$ cat config.mk
export PLATFORM = sky130hd
export DESIGN_NAME = spi_byte_master
export DESIGN_NICKNAME = d
export VERILOG_FILES = /design/src/rtl/spim_pkg.sv /design/src/rtl/spim_divider.sv /design/src/rtl/spim_shifter.sv /design/src/rtl/spi_byte_master.sv
export SDC_FILE = /design/constraint.sdc
export NUM_CORES = 1
export LEC_CHECK = 0
export CORE_ASPECT_RATIO = 2
export CORE_MARGIN = 1
export CORE_UTILIZATION = 64
export DETAILED_ROUTE_END_ITERATION = 7
export DONT_BUFFER_PORTS = 1
export GPL_TIMING_DRIVEN = 0
export PLACE_DENSITY_LB_ADDON = 0.08
export REMOVE_ABC_BUFFERS = 1
export SLEW_MARGIN = 20
export SYNTH_ARGS = -nofsm -noshare
export SYNTH_HDL_FRONTEND = slang
export SYNTH_SLANG_ARGS = --single-unit
$ cat constraint.sdc
create_clock -name clk -period 4.1 [get_ports clk]
set_clock_uncertainty 0.1 [all_clocks]
set_input_delay 0.205 -clock clk [delete_from_list [all_inputs] [get_ports clk]]
set_output_delay 0.205 -clock clk [all_outputs]
set_load 0.01 [all_outputs]
$ cat src/rtl/spim_pkg.sv
// Shared widths, configuration layout and state encoding for the SPI master.
// Assumes 8-bit bytes and a 4-bit rate code.
package spim_pkg;
    localparam int BYTE_W = 8;
    localparam int RATE_W = 4;
    localparam int CTRL_W = 6 + RATE_W;
    localparam int EDGES  = 2 * BYTE_W;
    localparam int EDGE_W = $clog2(EDGES);

    typedef struct packed {
        logic              msb_first;
        logic              rx_en;
        logic              tx_en;
        logic              irq_en;
        logic              cpol;
        logic              cpha;
        logic [RATE_W-1:0] rate;
    } ctrl_t;

    localparam ctrl_t CTRL_RESET = ctrl_t'(10'h380);

    typedef enum logic [1:0] {ST_IDLE, ST_LOAD, ST_RUN} state_t;
endpackage

$ cat src/rtl/spim_divider.sv
// Half-period timer: while run is high, pulses tick once every 2^rate clocks.
// Assumes rate codes above MAX_RATE are clamped; the counter restarts when run drops.
module spim_divider #(
    parameter int MAX_RATE = 11,
    parameter int RATE_W   = 4
) (
    input  logic              clk,
    input  logic              rst_n,
    input  logic              run,
    input  logic [RATE_W-1:0] rate,
    output logic              tick
);
    localparam int CNT_W = MAX_RATE;

    logic [CNT_W-1:0]  cnt_q;
    logic [CNT_W-1:0]  term;
    logic [RATE_W-1:0] eff_rate;

    // Clamp the rate code and derive the terminal count.
    always_comb begin
        eff_rate = (rate > RATE_W'(MAX_RATE)) ? RATE_W'(MAX_RATE) : rate;
        term     = ({{(CNT_W-1){1'b0}}, 1'b1} << eff_rate) - 1'b1;
        tick     = run && (cnt_q == term);
    end

    // Count clocks within the current half period.
    always_ff @(posedge clk) begin
        if (!rst_n || !run || tick)
            cnt_q <= '0;
        else
            cnt_q <= cnt_q + 1'b1;
    end
endmodule

$ cat src/rtl/spim_shifter.sv
// Transmit and receive shift registers with selectable bit order.
// Assumes load, shift and sample are single-cycle strobes from the sequencer.
module spim_shifter #(
    parameter int W = 8
) (
    input  logic         clk,
    input  logic         rst_n,
    input  logic         load,
    input  logic [W-1:0] load_byte,
    input  logic         shift,
    input  logic         sample,
    input  logic         msb_first,
    input  logic         miso,
    output logic         mosi,
    output logic [W-1:0] rx_next
);
    logic [W-1:0] tsh_q;
    logic [W-1:0] rsh_q;
    logic [W-1:0] rx_shifted;

    // Present the outgoing bit and form the receive value including this cycle's sample.
    always_comb begin
        mosi       = msb_first ? tsh_q[W-1] : tsh_q[0];
        rx_shifted = msb_first ? {rsh_q[W-2:0], miso} : {miso, rsh_q[W-1:1]};
        rx_next    = sample ? rx_shifted : rsh_q;
    end

    // Transmit shifter: load a byte, then move one bit per shift strobe, filling with ones.
    always_ff @(posedge clk) begin
        if (!rst_n)
            tsh_q <= '1;
        else if (load)
            tsh_q <= load_byte;
        else if (shift)
            tsh_q <= msb_first ? {tsh_q[W-2:0], 1'b1} : {1'b1, tsh_q[W-1:1]};
    end

    // Receive shifter: take one miso bit per sample strobe.
    always_ff @(posedge clk) begin
        if (!rst_n)
            rsh_q <= '0;
        else
            rsh_q <= rx_next;
    end
endmodule

$ cat src/rtl/spi_byte_master.sv
// SPI master that shifts a programmed count of bytes per start pulse.
// Assumes chip select is handled outside; configuration writes land only while idle.
module spi_byte_master
    import spim_pkg::*;
#(
    parameter int CNT_W    = 16,
    parameter int MAX_RATE = 11
) (
    input  logic              clk,
    input  logic              rst_n,
    input  logic              ctrl_we,
    input  logic [CTRL_W-1:0] ctrl_wdata,
    input  logic              start,
    input  logic [CNT_W-1:0]  start_count,
    input  logic [2:0]        clr,
    input  logic              tx_valid,
    input  logic [BYTE_W-1:0] tx_data,
    output logic              tx_ready,
    output logic              rx_valid,
    output logic [BYTE_W-1:0] rx_data,
    output logic              busy,
    output logic              irq,
    output logic              sck,
    output logic              mosi,
    input  logic              miso
);
    localparam logic [EDGE_W-1:0] LAST_EDGE = EDGE_W'(EDGES - 1);

    ctrl_t             ctrl_q;
    state_t            state_q;
    logic [CNT_W-1:0]  remain_q;
    logic [EDGE_W-1:0] edge_q;
    logic              phase_q;
    logic              tx_full_q;
    logic [BYTE_W-1:0] tx_buf_q;
    logic              rx_full_q;
    logic [BYTE_W-1:0] rx_buf_q;
    logic              irq_q;

    logic              tick;
    logic              load;
    logic              sample;
    logic              shift;
    logic              byte_done;
    logic [BYTE_W-1:0] rx_next;

    spim_divider #(.MAX_RATE(MAX_RATE), .RATE_W(RATE_W)) u_div (
        .clk  (clk),
        .rst_n(rst_n),
        .run  (state_q == ST_RUN),
        .rate (ctrl_q.rate),
        .tick (tick)
    );

    spim_shifter #(.W(BYTE_W)) u_shift (
        .clk      (clk),
        .rst_n    (rst_n),
        .load     (load),
        .load_byte(ctrl_q.tx_en ? tx_buf_q : '1),
        .shift    (shift),
        .sample   (sample),
        .msb_first(ctrl_q.msb_first),
        .miso     (miso),
        .mosi     (mosi),
        .rx_next  (rx_next)
    );

    // Decode edge roles from the edge index and the phase setting.
    always_comb begin
        load      = (state_q == ST_LOAD) && (!ctrl_q.tx_en || tx_full_q);
        sample    = tick && (edge_q[0] == ctrl_q.cpha);
        shift     = tick && (edge_q[0] != ctrl_q.cpha) && (edge_q != '0) && (edge_q != LAST_EDGE);
        byte_done = tick && (edge_q == LAST_EDGE);
        busy      = (state_q != ST_IDLE);
        sck       = ctrl_q.cpol ^ phase_q;
        irq       = irq_q && ctrl_q.irq_en;
        tx_ready  = !tx_full_q;
        rx_valid  = rx_full_q;
        rx_data   = rx_buf_q;
    end

    // Configuration register, writable only while idle.
    always_ff @(posedge clk) begin
        if (!rst_n)
            ctrl_q <= CTRL_RESET;
        else if (ctrl_we && state_q == ST_IDLE)
            ctrl_q <= ctrl_t'(ctrl_wdata);
    end

    // Transmit holding slot: filled by the hand-off, emptied by a byte load or a clear.
    always_ff @(posedge clk) begin
        if (!rst_n) begin
            tx_full_q <= 1'b0;
            tx_buf_q  <= '0;
        end else if (clr[0] || (load && ctrl_q.tx_en)) begin
            tx_full_q <= 1'b0;
        end else if (tx_valid && !tx_full_q) begin
            tx_full_q <= 1'b1;
            tx_buf_q  <= tx_data;
        end
    end

    // Receive holding slot: captured at the end of each byte when receive is on.
    always_ff @(posedge clk) begin
        if (!rst_n) begin
            rx_full_q <= 1'b0;
            rx_buf_q  <= '0;
        end else if (byte_done && ctrl_q.rx_en) begin
            rx_full_q <= 1'b1;
            rx_buf_q  <= rx_next;
        end else if (clr[1]) begin
            rx_full_q <= 1'b0;
        end
    end

    // Transfer sequencer: byte count, edge index, sck phase and completion flag.
    always_ff @(posedge clk) begin
        if (!rst_n) begin
            state_q  <= ST_IDLE;
            remain_q <= '0;
            edge_q   <= '0;
            phase_q  <= 1'b0;
            irq_q    <= 1'b0;
        end else begin
            if (clr[2])
                irq_q <= 1'b0;
            case (state_q)
                ST_IDLE: begin
                    if (start && start_count != '0) begin
                        remain_q <= start_count;
                        state_q  <= ST_LOAD;
                    end
                end
                ST_LOAD: begin
                    if (load) begin
                        edge_q  <= '0;
                        state_q <= ST_RUN;
                    end
                end
                ST_RUN: begin
                    if (tick) begin
                        phase_q <= ~phase_q;
                        edge_q  <= edge_q + 1'b1;
                        if (byte_done) begin
                            remain_q <= remain_q - 1'b1;
                            if (remain_q == CNT_W'(1)) begin
                                state_q <= ST_IDLE;
                                irq_q   <= 1'b1;
                            end else begin
                                state_q <= ST_LOAD;
                            end
                        end
                    end
                end
                default: state_q <= ST_IDLE;
            endcase
        end
    end
endmodule

# After elaboration in Yosys (flattened, before gate mapping)
# Index checks and enable logic that the tools add are counted.
# Widths: inputs -> output; s select.
# totals
ff_bits,79
latch_bits,0
ram_bits,0
mem_bits_ro,0
inputBits,43
out_inout_bits,14
elab_cells,104
n_memories,0
# classes
addsub,4
n_mul,0
n_div,0
n_lt_le_gt_ge,1
eq_ne,12
n_shift,1
n_mux,28
n_bitwise,4
n_reduce_logical,35
# ops
operator,n
$mux 16,3
$mux 8,6
$pmux 16 s2,1
$eq 16x1->1 const B,1
$reduce_bool 16->1,1
$sub 16x1->16 const B,1
$logic_and 1x1->1,13
$mux 4,3
$add 11x1->11 const B,1
$eq 11x11->1,1
$shl 1x4->11 const A,1
$sub 11x1->11 const B,1
$reduce_bool 2->1,5
$mux 1,9
$mux 2,4
$pmux 4 s2,1
$reduce_and 4->1,2
$ne 2x2->1 const B,3
$pmux 2 s3,1
$add 4x1->4 const B,1
$eq 4x4->1 const B,1
$gt 4x4->1 const B,1
$logic_not 1->1,4
$logic_or 1x1->1,4
other kinds (13),16

# Depth between registers and ports, before layout
# Gate-level depths: netlist of the first run.
# logic_depth
depth_word,11
mapped_depth,15
mapped_depth_nobuf,10

# By module
# From an unflattened synthesis of the first run, not the netlist that was laid out.
# hier_totals
hier_cells,526
hier_area_um2,4404.2
# by_module_without_submodules
module,n_inst,cells_per_inst,area_each_um2,seq_area_each_um2
spi_byte_master,1,313,2557.5,1041.0
spim_divider,1,119,994.7,220.2
spim_shifter,1,94,852.1,320.3

# Worst setup path before layout of the first run
# Ideal clock, no wire load.
# synth_timing
kind,register to register
from,register ctrl_q[3] (netlist name)
to,register rx_buf_q[1] (netlist: rx_data[1])
setup_ps,117
arrival_time_ps,2852
required_ps,3883
slack_ps,1031
stages_incl_launch_ff,16
path_buffers,5
period_less_slack_ps,3069
path_cell_list,dfxtp_1 -> buf_6 -> clkbuf_1 -> nor2_1 -> nand3b_1 -> ha_1 -> clkbuf_1 -> xnor2_1 -> xnor2_1 -> or4_4 -> a21oi_4 -> and4_1 -> buf_6 -> buf_12 -> nand3_1 -> a32o_1
# synth_between
elab_chain_len,8
elab_cells_between_ends,10
classes_between,add/sub (1); order compare (1); eq/ne (1); shift (1); mux (2); reduce/logical (4)
# synth_rtl
item,line,rtl
"start, declared",spi_byte_master.sv:29,ctrl_t ctrl_q;
"start signal, assigned",spi_byte_master.sv:87,ctrl_q <= ctrl_t'(ctrl_wdata);
$gt 4x4->1,spim_divider.sv:21,eff_rate = (rate > RATE_W'(MAX_RATE)) ? RATE_W'(MAX_RATE) : rate;
$mux 4 (*),spim_divider.sv:21,
$shl 1x4->11 (*),spim_divider.sv:22,"term = ({{(CNT_W-1){1'b0}}, 1'b1} << eff_rate) - 1'b1;"
$sub 11x1->11 (*),spim_divider.sv:22,
$eq 11x11->1 (*),spim_divider.sv:23,tick = run && (cnt_q == term);
$logic_and 1x1->1 (*),spim_divider.sv:23,
"$logic_and 1x1->1, on equally long branches","spi_byte_master.sv:71, spi_byte_master.sv:73",
$mux 8 / $logic_and 1x1->1 (equally long branches),"spim_shifter.sv:25, spi_byte_master.sv:108",
"end signal, assigned",spi_byte_master.sv:110,rx_buf_q <= rx_next;
"end, declared",spi_byte_master.sv:37,logic [BYTE_W-1:0] rx_buf_q;
# Every way passes the cells marked *; elsewhere a longest branch is shown, timed or not.
# A chain may end at the register's enable or synchronous reset.

# Worst setup path in the final report of the first run
# layout_timing
from,register ctrl_q[3] (netlist name)
to,register rx_buf_q[7] (netlist: rx_data[7])
# Same word-level chain as after synthesis.

==> results of run 1 <==
-- area by class of cell --
type                    instances  area share, %
multi-input cells             402          52.31
flip-flops and latches         79          32.93
repair buffers                 25          5.418
clock buffers                  11          5.053
well taps                      88          2.292
inverters                      20          1.563
clock inverters                 3         0.4428
-- where the power goes --
group          internal (mW)  switching (mW)  leakage (nW)
sequential             0.806          0.0559         0.643
combinational          0.152           0.219          1.00
clock                  0.419           0.301         0.127
total                   1.38           0.576          1.77
-- cells by family (layout without fill, tap and decap cells) --
family          after synthesis  count (layout)  synth area share [%]
simple gates                230             230                 26.78
compound gates              134             134                 21.51
flops                        79              79                 36.01
buf+inv                      60              59                 7.066
xor+xnor                     19              19                 3.789
mux                          13              13                 3.134
fa+ha+maj                     6               6                 1.709
-- synthesized netlist by cell type, types with 6 or more instances --
cell / count / area share (%)
mux2_2: 6 / 1.5
a211oi_1: 8 / 1.4
ha_1: 6 / 1.7
a21oi_1: 39 / 4.4
xor2_1: 9 / 1.8
and3_1: 9 / 1.3
xnor2_1: 10 / 2.0
nand3_1: 22 / 2.5
clkbuf_1: 27 / 2.3
a311o_1: 8 / 1.8
nor3b_1: 8 / 1.4
nand4_1: 10 / 1.4
a21o_2: 8 / 1.6
nor2b_1: 7 / 1.0
o21ai_0: 18 / 2.1
nand2_1: 50 / 4.3
a32o_1: 6 / 1.4
inv_1: 20 / 1.7
mux2i_1: 7 / 1.6
nor3_1: 20 / 2.3
nor4_1: 11 / 1.6
nor2_1: 64 / 5.5
dfxtp_1: 79 / 36
-- flip-flops by register name (all words and copies together), names as in the netlist --
name           count
remain_q          16
u_div.cnt_q       11
ctrl_q            10
rx_data            8
tx_buf_q           8
u_shift.rsh_q      8
u_shift.tsh_q      8
edge_q             4
state_q            2
irq_q              1
phase_q            1
rx_valid           1
tx_full_q          1
-- worst max-delay path by stage --
stage,startpoint,endpoint,slack [ns],cells past startpoint
after floorplan,ctrl_q[3]$_SDFFE_PN0P_,rx_data[1]$_SDFFE_PN0P_,1.06,10
after global placement,ctrl_q[3]$_SDFFE_PN0P_,rx_data[2]$_SDFFE_PN0P_,0.61,10
after detailed placement,ctrl_q[3]$_SDFFE_PN0P_,rx_data[7]$_SDFFE_PN0P_,0.52,10
after CTS,ctrl_q[3]$_SDFFE_PN0P_,rx_data[7]$_SDFFE_PN0P_,0.49,10
after global routing,ctrl_q[3]$_SDFFE_PN0P_,rx_data[7]$_SDFFE_PN0P_,0.06,10
final,ctrl_q[3]$_SDFFE_PN0P_,rx_data[7]$_SDFFE_PN0P_,0.48,10
-- per-layer routing --
layer  vias up  wire, um  GRT usage, %
met5         -         0             0
met2       138      5833         57.76
li1       1954         -             -
met4         0       363         16.19
met1      1875      4028         33.63
met3        29       596         7.709
-- cells in the final DEF, fill, tap and decap left out, drive strengths merged, types with 12 or more instances in the layout --
cell type,n
inv,20
nor3,20
nor2,65
nand2,50
dlygate4sd3,24
nand4,12
dfxtp,79
a21oi,41
o21ai,19
nand3,22
and3,13
-- metrics by stage --
| stage | cell area [um2] | hold slack, ns |
|---|---|---|
| after floorplan | 4156 | 0.1768 |
| after global placement | 4267 | 0.1833 |
| after detailed placement | 4272 | 0.1912 |
| after CTS | 4796 | 0.001176 |
| after global routing | 4803 | 0.007163 |
| final | 4803 | 0.008369 |
-- worst max-delay path, delay by kind of cell (launching register included) --
kind / cells / cell delay, ns
adder cells (fa/ha/maj): 1 / 0.33
XOR/XNOR: 1 / 0.53
AND/OR/NAND/NOR: 5 / 1.41
flip-flops: 1 / 0.70
AO/OA/AOI/OAI: 3 / 0.48
==> summary.md, run 1 <==
| Metric | Value |
|---|---|
| Startpoint Class | `register` |
| Setup ws final | `0.4821 ns` |
| Slowest cell on the critical path | `dfxtp_1` |
| Routed WL | `10820 um` |
| Crit Path Class | `reg -> reg` |
| Max-Cap Viols | `0` |
| Slowest stage delay, CP | `0.70 ns` |
| GRT Residual Overflow | `0` |
| Reg area | `0.001582 mm2` |
| Hold path cells | `2` |
| IO buf count | `0` |
| Hold Path Class | `in -> reg` |
| Per-cell routed wire length | `17.23 um` |
| Yosys reg bits | `79` |
| DP HPWL | `7086 um` |
| Footprint of the multi-input gates | `0.002512 mm2` |
| Mean Syn Cell Area | `8.118 um2` |
| Dpl ws | `0.5181 ns` |
| Mapped cell area | `0.004392 mm2` |
| H-tree levels | `3` |
| Hold Startpoint | `start_count[11]` |
| Achievable frequency | `276.4 MHz` |
| Main synth FF type | `dfxtp_1` |
| Clock buffer depth | `2` |
| Aggregate global-route resource usage | `32.55%` |
| RSZ-0062 raised after global routing | `false` |
| Rows | `42` |
| CTS tree | `yes` |
| Antenna Nets Post-Route | `0` |
| Crit path arrival time | `3.80 ns` |
| Hold buffers post-CTS | `25` |
| Largest net degree at the start of global routing | `41` |
| Setup violators final | `0` |
| Vias in the first global route | `3925` |
| Crit path max fanout | `18` |
| Leak Pwr | `1.773 nW` |
| Measured slew at the worst slew-check pin | `0.9113 ns` |
| Clk Tree Root Cell | `clkbuf_16` |
| VDD IR max | `0.2733 mV` |
| Resized Gates After CTS | `0` |
| Power Density | `406.7 mW/mm2` |
| Hold Path Sink | `remain_q[11]$_SDFFE_PN0P_` |
| Setup TNS | `0 ns` |
| Register area share after synthesis | `36.01%` |
| DRC errors left | `0` |
| Synth warn | `0` |
| Ant diodes | `0` |
| Cells after Synth | `541` |
| Vias per cell | `6.363` |
| Outcome | `finished clean` |
| Final worst path period share | `88.24%` |
| DR vias | `3996` |
| Pins over their slew limit | `0` |
| Die ar. | `0.007218 mm2` |
| Synth unique cells | `64` |
| Layout cells sized above 1 | `9.074%` |
| CTS Sinks | `79` |
| First-pass GRT wire length | `17810 um` |
| Post-layout util | `72.54%` |
| Worst Setup End Kind | `register` |
| Die X | `60.58 um` |
| Synth-to-Final Area Change | `9.373%` |
| Later-pin clock latency in the skew report | `0.34 ns` |
| Core area | `0.006621 mm2` |
| RR Endpoint | `rx_data[7]$_SDFFE_PN0P_` |
| Final cell count without fillers | `628` |
| Cell depth of the worst flop-to-flop path | `10` |
| Async S/R FF share, synth | `0%` |
| Rel. slew slack | `39.16%` |
| Initial antenna violation count | `0` |
| Cell mode on critical path | `nor2_1` |
| Setup bufs post-CTS | `0` |
| Worst r2r src | `ctrl_q[3]$_SDFFE_PN0P_` |
| Placed cells | `589` |
| Die H | `119.2 um` |
| Number of synthesized flops with an enable pin | `0` |
| Filler cells | `556` |
| Min Tclk post-route | `3.618 ns` |
| Number of DRC markers in iteration 0 | `245` |
| Initial Util | `66.33%` |
| Top Ports | `57` |
| RD Place Congestion | `0.8337` |
| Final Hold Fails | `0` |
| Final Power | `1.953 mW` |
| Layout Nets | `586` |
| Critical path, cell by cell | `nor2_1 -> nand3b_1 -> ha_1 -> nor3_1 -> a21oi_1 -> o21ai_0 -> xnor2_1 -> nand4_2 -> nor2_1 -> a32o_1` |
| Critical Path RT | `4.28 ns` |
| CTS buffer count | `9` |
| Clk pin slew, worst setup/hold paths | `0.06 ns` |
| Initial DRT Pass Iterations | `5` |
| R2R setup slack | `0.48 ns` |
No activity file was read; power rests on OpenSTA's default activity.
==> run 2, diff against run 1 <==
Settings changed: CORE_UTILIZATION 64 to 58.
Clock period 4.1 ns to 3.1 ns, I/O delays scaled along.
==> run 2 against run 1 <==
  * Cell count is 3.8% higher
  * Global-route usage down 3.3 points
  * Highest routed layer unchanged
  * Critical path type unchanged
  * Core utilization decreased by 2.9 points
==> summary.md, run 2 (synthesis gave the netlist of run 1 again) <==
| Metric | Value |
|---|---|
| Outcome | `finished clean` |
| Power Density | `548.6 mW/mm2` |
| Kind of cell adding the most delay to the critical path | `compound AO/OA/AOI/OAI gates` |
| Leak Pwr | `1.852 nW` |
| Min Tclk post-route | `2.991 ns` |
| Final Power | `2.777 mW` |
| Achievable frequency | `334.3 MHz` |
| Rows | `44` |
| Initial DRT Pass Iterations | `4` |
| Top Ports | `57` |
| Later-pin clock latency in the skew report | `0.34 ns` |
| Routed WL | `10990 um` |
| Measured slew at the worst slew-check pin | `1.027 ns` |
| Commonest non-fill, non-tap cell in the layout | `dfxtp_1` |
| Ant diodes | `0` |
| Die ar. | `0.007945 mm2` |
| Clk pin slew, worst setup/hold paths | `0.06 ns` |
| Final Hold Fails | `0` |
| Synth-to-Final Area Change | `15.24%` |
| Core area | `0.007267 mm2` |
| Max reg flops | `16` |
| CP bufs+invs | `0` |
| Critical path, cell by cell | `nor2_1 -> nand3b_1 -> ha_2 -> and3_1 -> a211o_1 -> a211oi_4 -> nand3_1 -> o21a_1 -> a221o_1` |
| Die X | `63.53 um` |
| Crit path arrival time | `3.12 ns` |
| DR vias | `4064` |
| Pins over their slew limit | `0` |
| Initial Util | `60.43%` |
| Hold Path Class | `in -> reg` |
| Vias per cell | `6.233` |
| IO buf count | `0` |
| Max-Cap Viols | `0` |
| Post-layout util | `69.65%` |
| Critical Path RT | `3.23 ns` |
| Largest net degree at the start of global routing | `41` |
| Top Registers | `remain_q x16, u_div.cnt_q x11, ctrl_q x10` |
| Worst Setup End Kind | `register` |
| Layout cells sized above 1 | `12.32%` |
| First-pass GRT wire length | `18490 um` |
| Final worst path period share | `96.50%` |
| Most frequent cells in the layout | `75 x dfxtp_1, 62 x nor2_1, 50 x nand2_1` |
| Layout Nets | `604` |
| Setup violators final | `0` |
| DRC errors left | `0` |
| Initial antenna violation count | `0` |
| CTS tree | `yes` |
| Crit path max fanout | `14` |
| VDD IR max | `0.3908 mV` |
| Per-cell routed wire length | `16.85 um` |
| Slowest cell on the critical path | `a211oi_4` |
| Slowest stage delay, CP | `0.48 ns` |
| Clock buffer depth | `2` |
| Aggregate global-route resource usage | `29.23%` |
| CTS Sinks | `79` |
| CTS buffer count | `9` |
| Rel. slew slack | `31.04%` |
| Filler cells | `608` |
| Largest Register | `remain_q` |
| Clk Tree Root Cell | `clkbuf_16` |
| DP HPWL | `7169 um` |
| Antenna Nets Post-Route | `0` |
| RD Place Congestion | `0.8380` |
| Startpoint Class | `register` |
| GRT Residual Overflow | `0` |
| H-tree levels | `3` |
| Crit Path Class | `reg -> reg` |
| Number of DRC markers in iteration 0 | `269` |
| Vias in the first global route | `4002` |
| Die H | `125.1 um` |
## run 2: cell count changes in the layout (fill, tap and decap cells not counted), sizes merged
cell         change
buf             +10
bufinv           +1
clkbuf           +1
clkinv           -1
clkinvlp         +1
dlygate4sd3      +8
## run 2: worst register-to-register path: cells and delay by family (launching register included)
kind | cells | cell delay (ns)
flip-flops | 1 | 0.40
AND/OR/NAND/NOR | 4 | 0.70
adder cells (fa/ha/maj) | 1 | 0.24
AO/OA/AOI/OAI | 4 | 1.44
## run 2: worst paths after layout
| kind | start | end | slack [ns] | cells past startpoint |
|---|---|---|---|---|
| max | ctrl_q[2]$_SDFFE_PN0P_ | u_shift.tsh_q[2]$_SDFFE_PN1P_ | 0.11 | 9 |
| min | start_count[10] | remain_q[10]$_SDFFE_PN0P_ | 0.01 | 2 |
| max reg2reg | ctrl_q[2]$_SDFFE_PN0P_ | u_shift.tsh_q[2]$_SDFFE_PN1P_ | 0.11 | 9 |
| min reg2reg | remain_q[4]$_SDFFE_PN0P_ | remain_q[4]$_SDFFE_PN0P_ | 0.38 | 2 |
## run 2: routing by layer
| metal | vias to the layer above | wire length (um) | track usage, % |
|---|---|---|---|
| met5 | - | 0 | 0 |
| met4 | 0 | 193 | 10.16 |
| met3 | 18 | 434 | 6.661 |
| met2 | 104 | 5926 | 53.44 |
| met1 | 1948 | 4431 | 31.95 |
| li1 | 1994 | - | - |
## run 2: layout make-up
class	instances	area, um2	area share [%]
repair buffers	43	415.4	8.208
well taps	92	115.1	2.274
flip-flops and latches	79	1592	31.45
inverters	20	75.07	1.483
clock buffers	12	256.5	5.068
clock inverters	4	53.80	1.063
multi-input cells	402	2554	50.46
## run 2: repair_timing
action / CTS / global route
hold buffers: 33 / 0
resized for setup: 14 / 3
buffers inserted: 8 / 2
hold endpoints to repair: 45 / 0
setup endpoints to repair: 59 / 11
cloned: 0 / 0
pin swaps: 1 / 0
## run 2: power breakdown
| group | leakage [nW] | switching (mW) | internal [mW] | total (mW) |
|---|---|---|---|---|
| registers | 0.645 | 0.0760 | 1.07 | 1.14 |
| clock network | 0.145 | 0.428 | 0.669 | 1.10 |
| logic | 1.06 | 0.311 | 0.227 | 0.538 |
## run 2: per-stage QoR
| stage | worst slack [ns] | hold slack (ns) | instance area, um2 | instances | setup TNS [ns] |
|---|---|---|---|---|---|
| after floorplan | 0.06479 | 0.1268 | 4156 | 501 | 0 |
| after global placement | -0.4647 | 0.1351 | 4272 | 593 | -10.49 |
| after detailed placement | -0.5401 | 0.1376 | 4277 | 593 | -13.85 |
| after CTS | -0.02601 | 0.005617 | 5027 | 650 | -0.02601 |
| after global routing | -0.01631 | 0.01007 | 5061 | 652 | -0.06240 |
| final | 0.1086 | 0.01246 | 5061 | 652 | 0 |
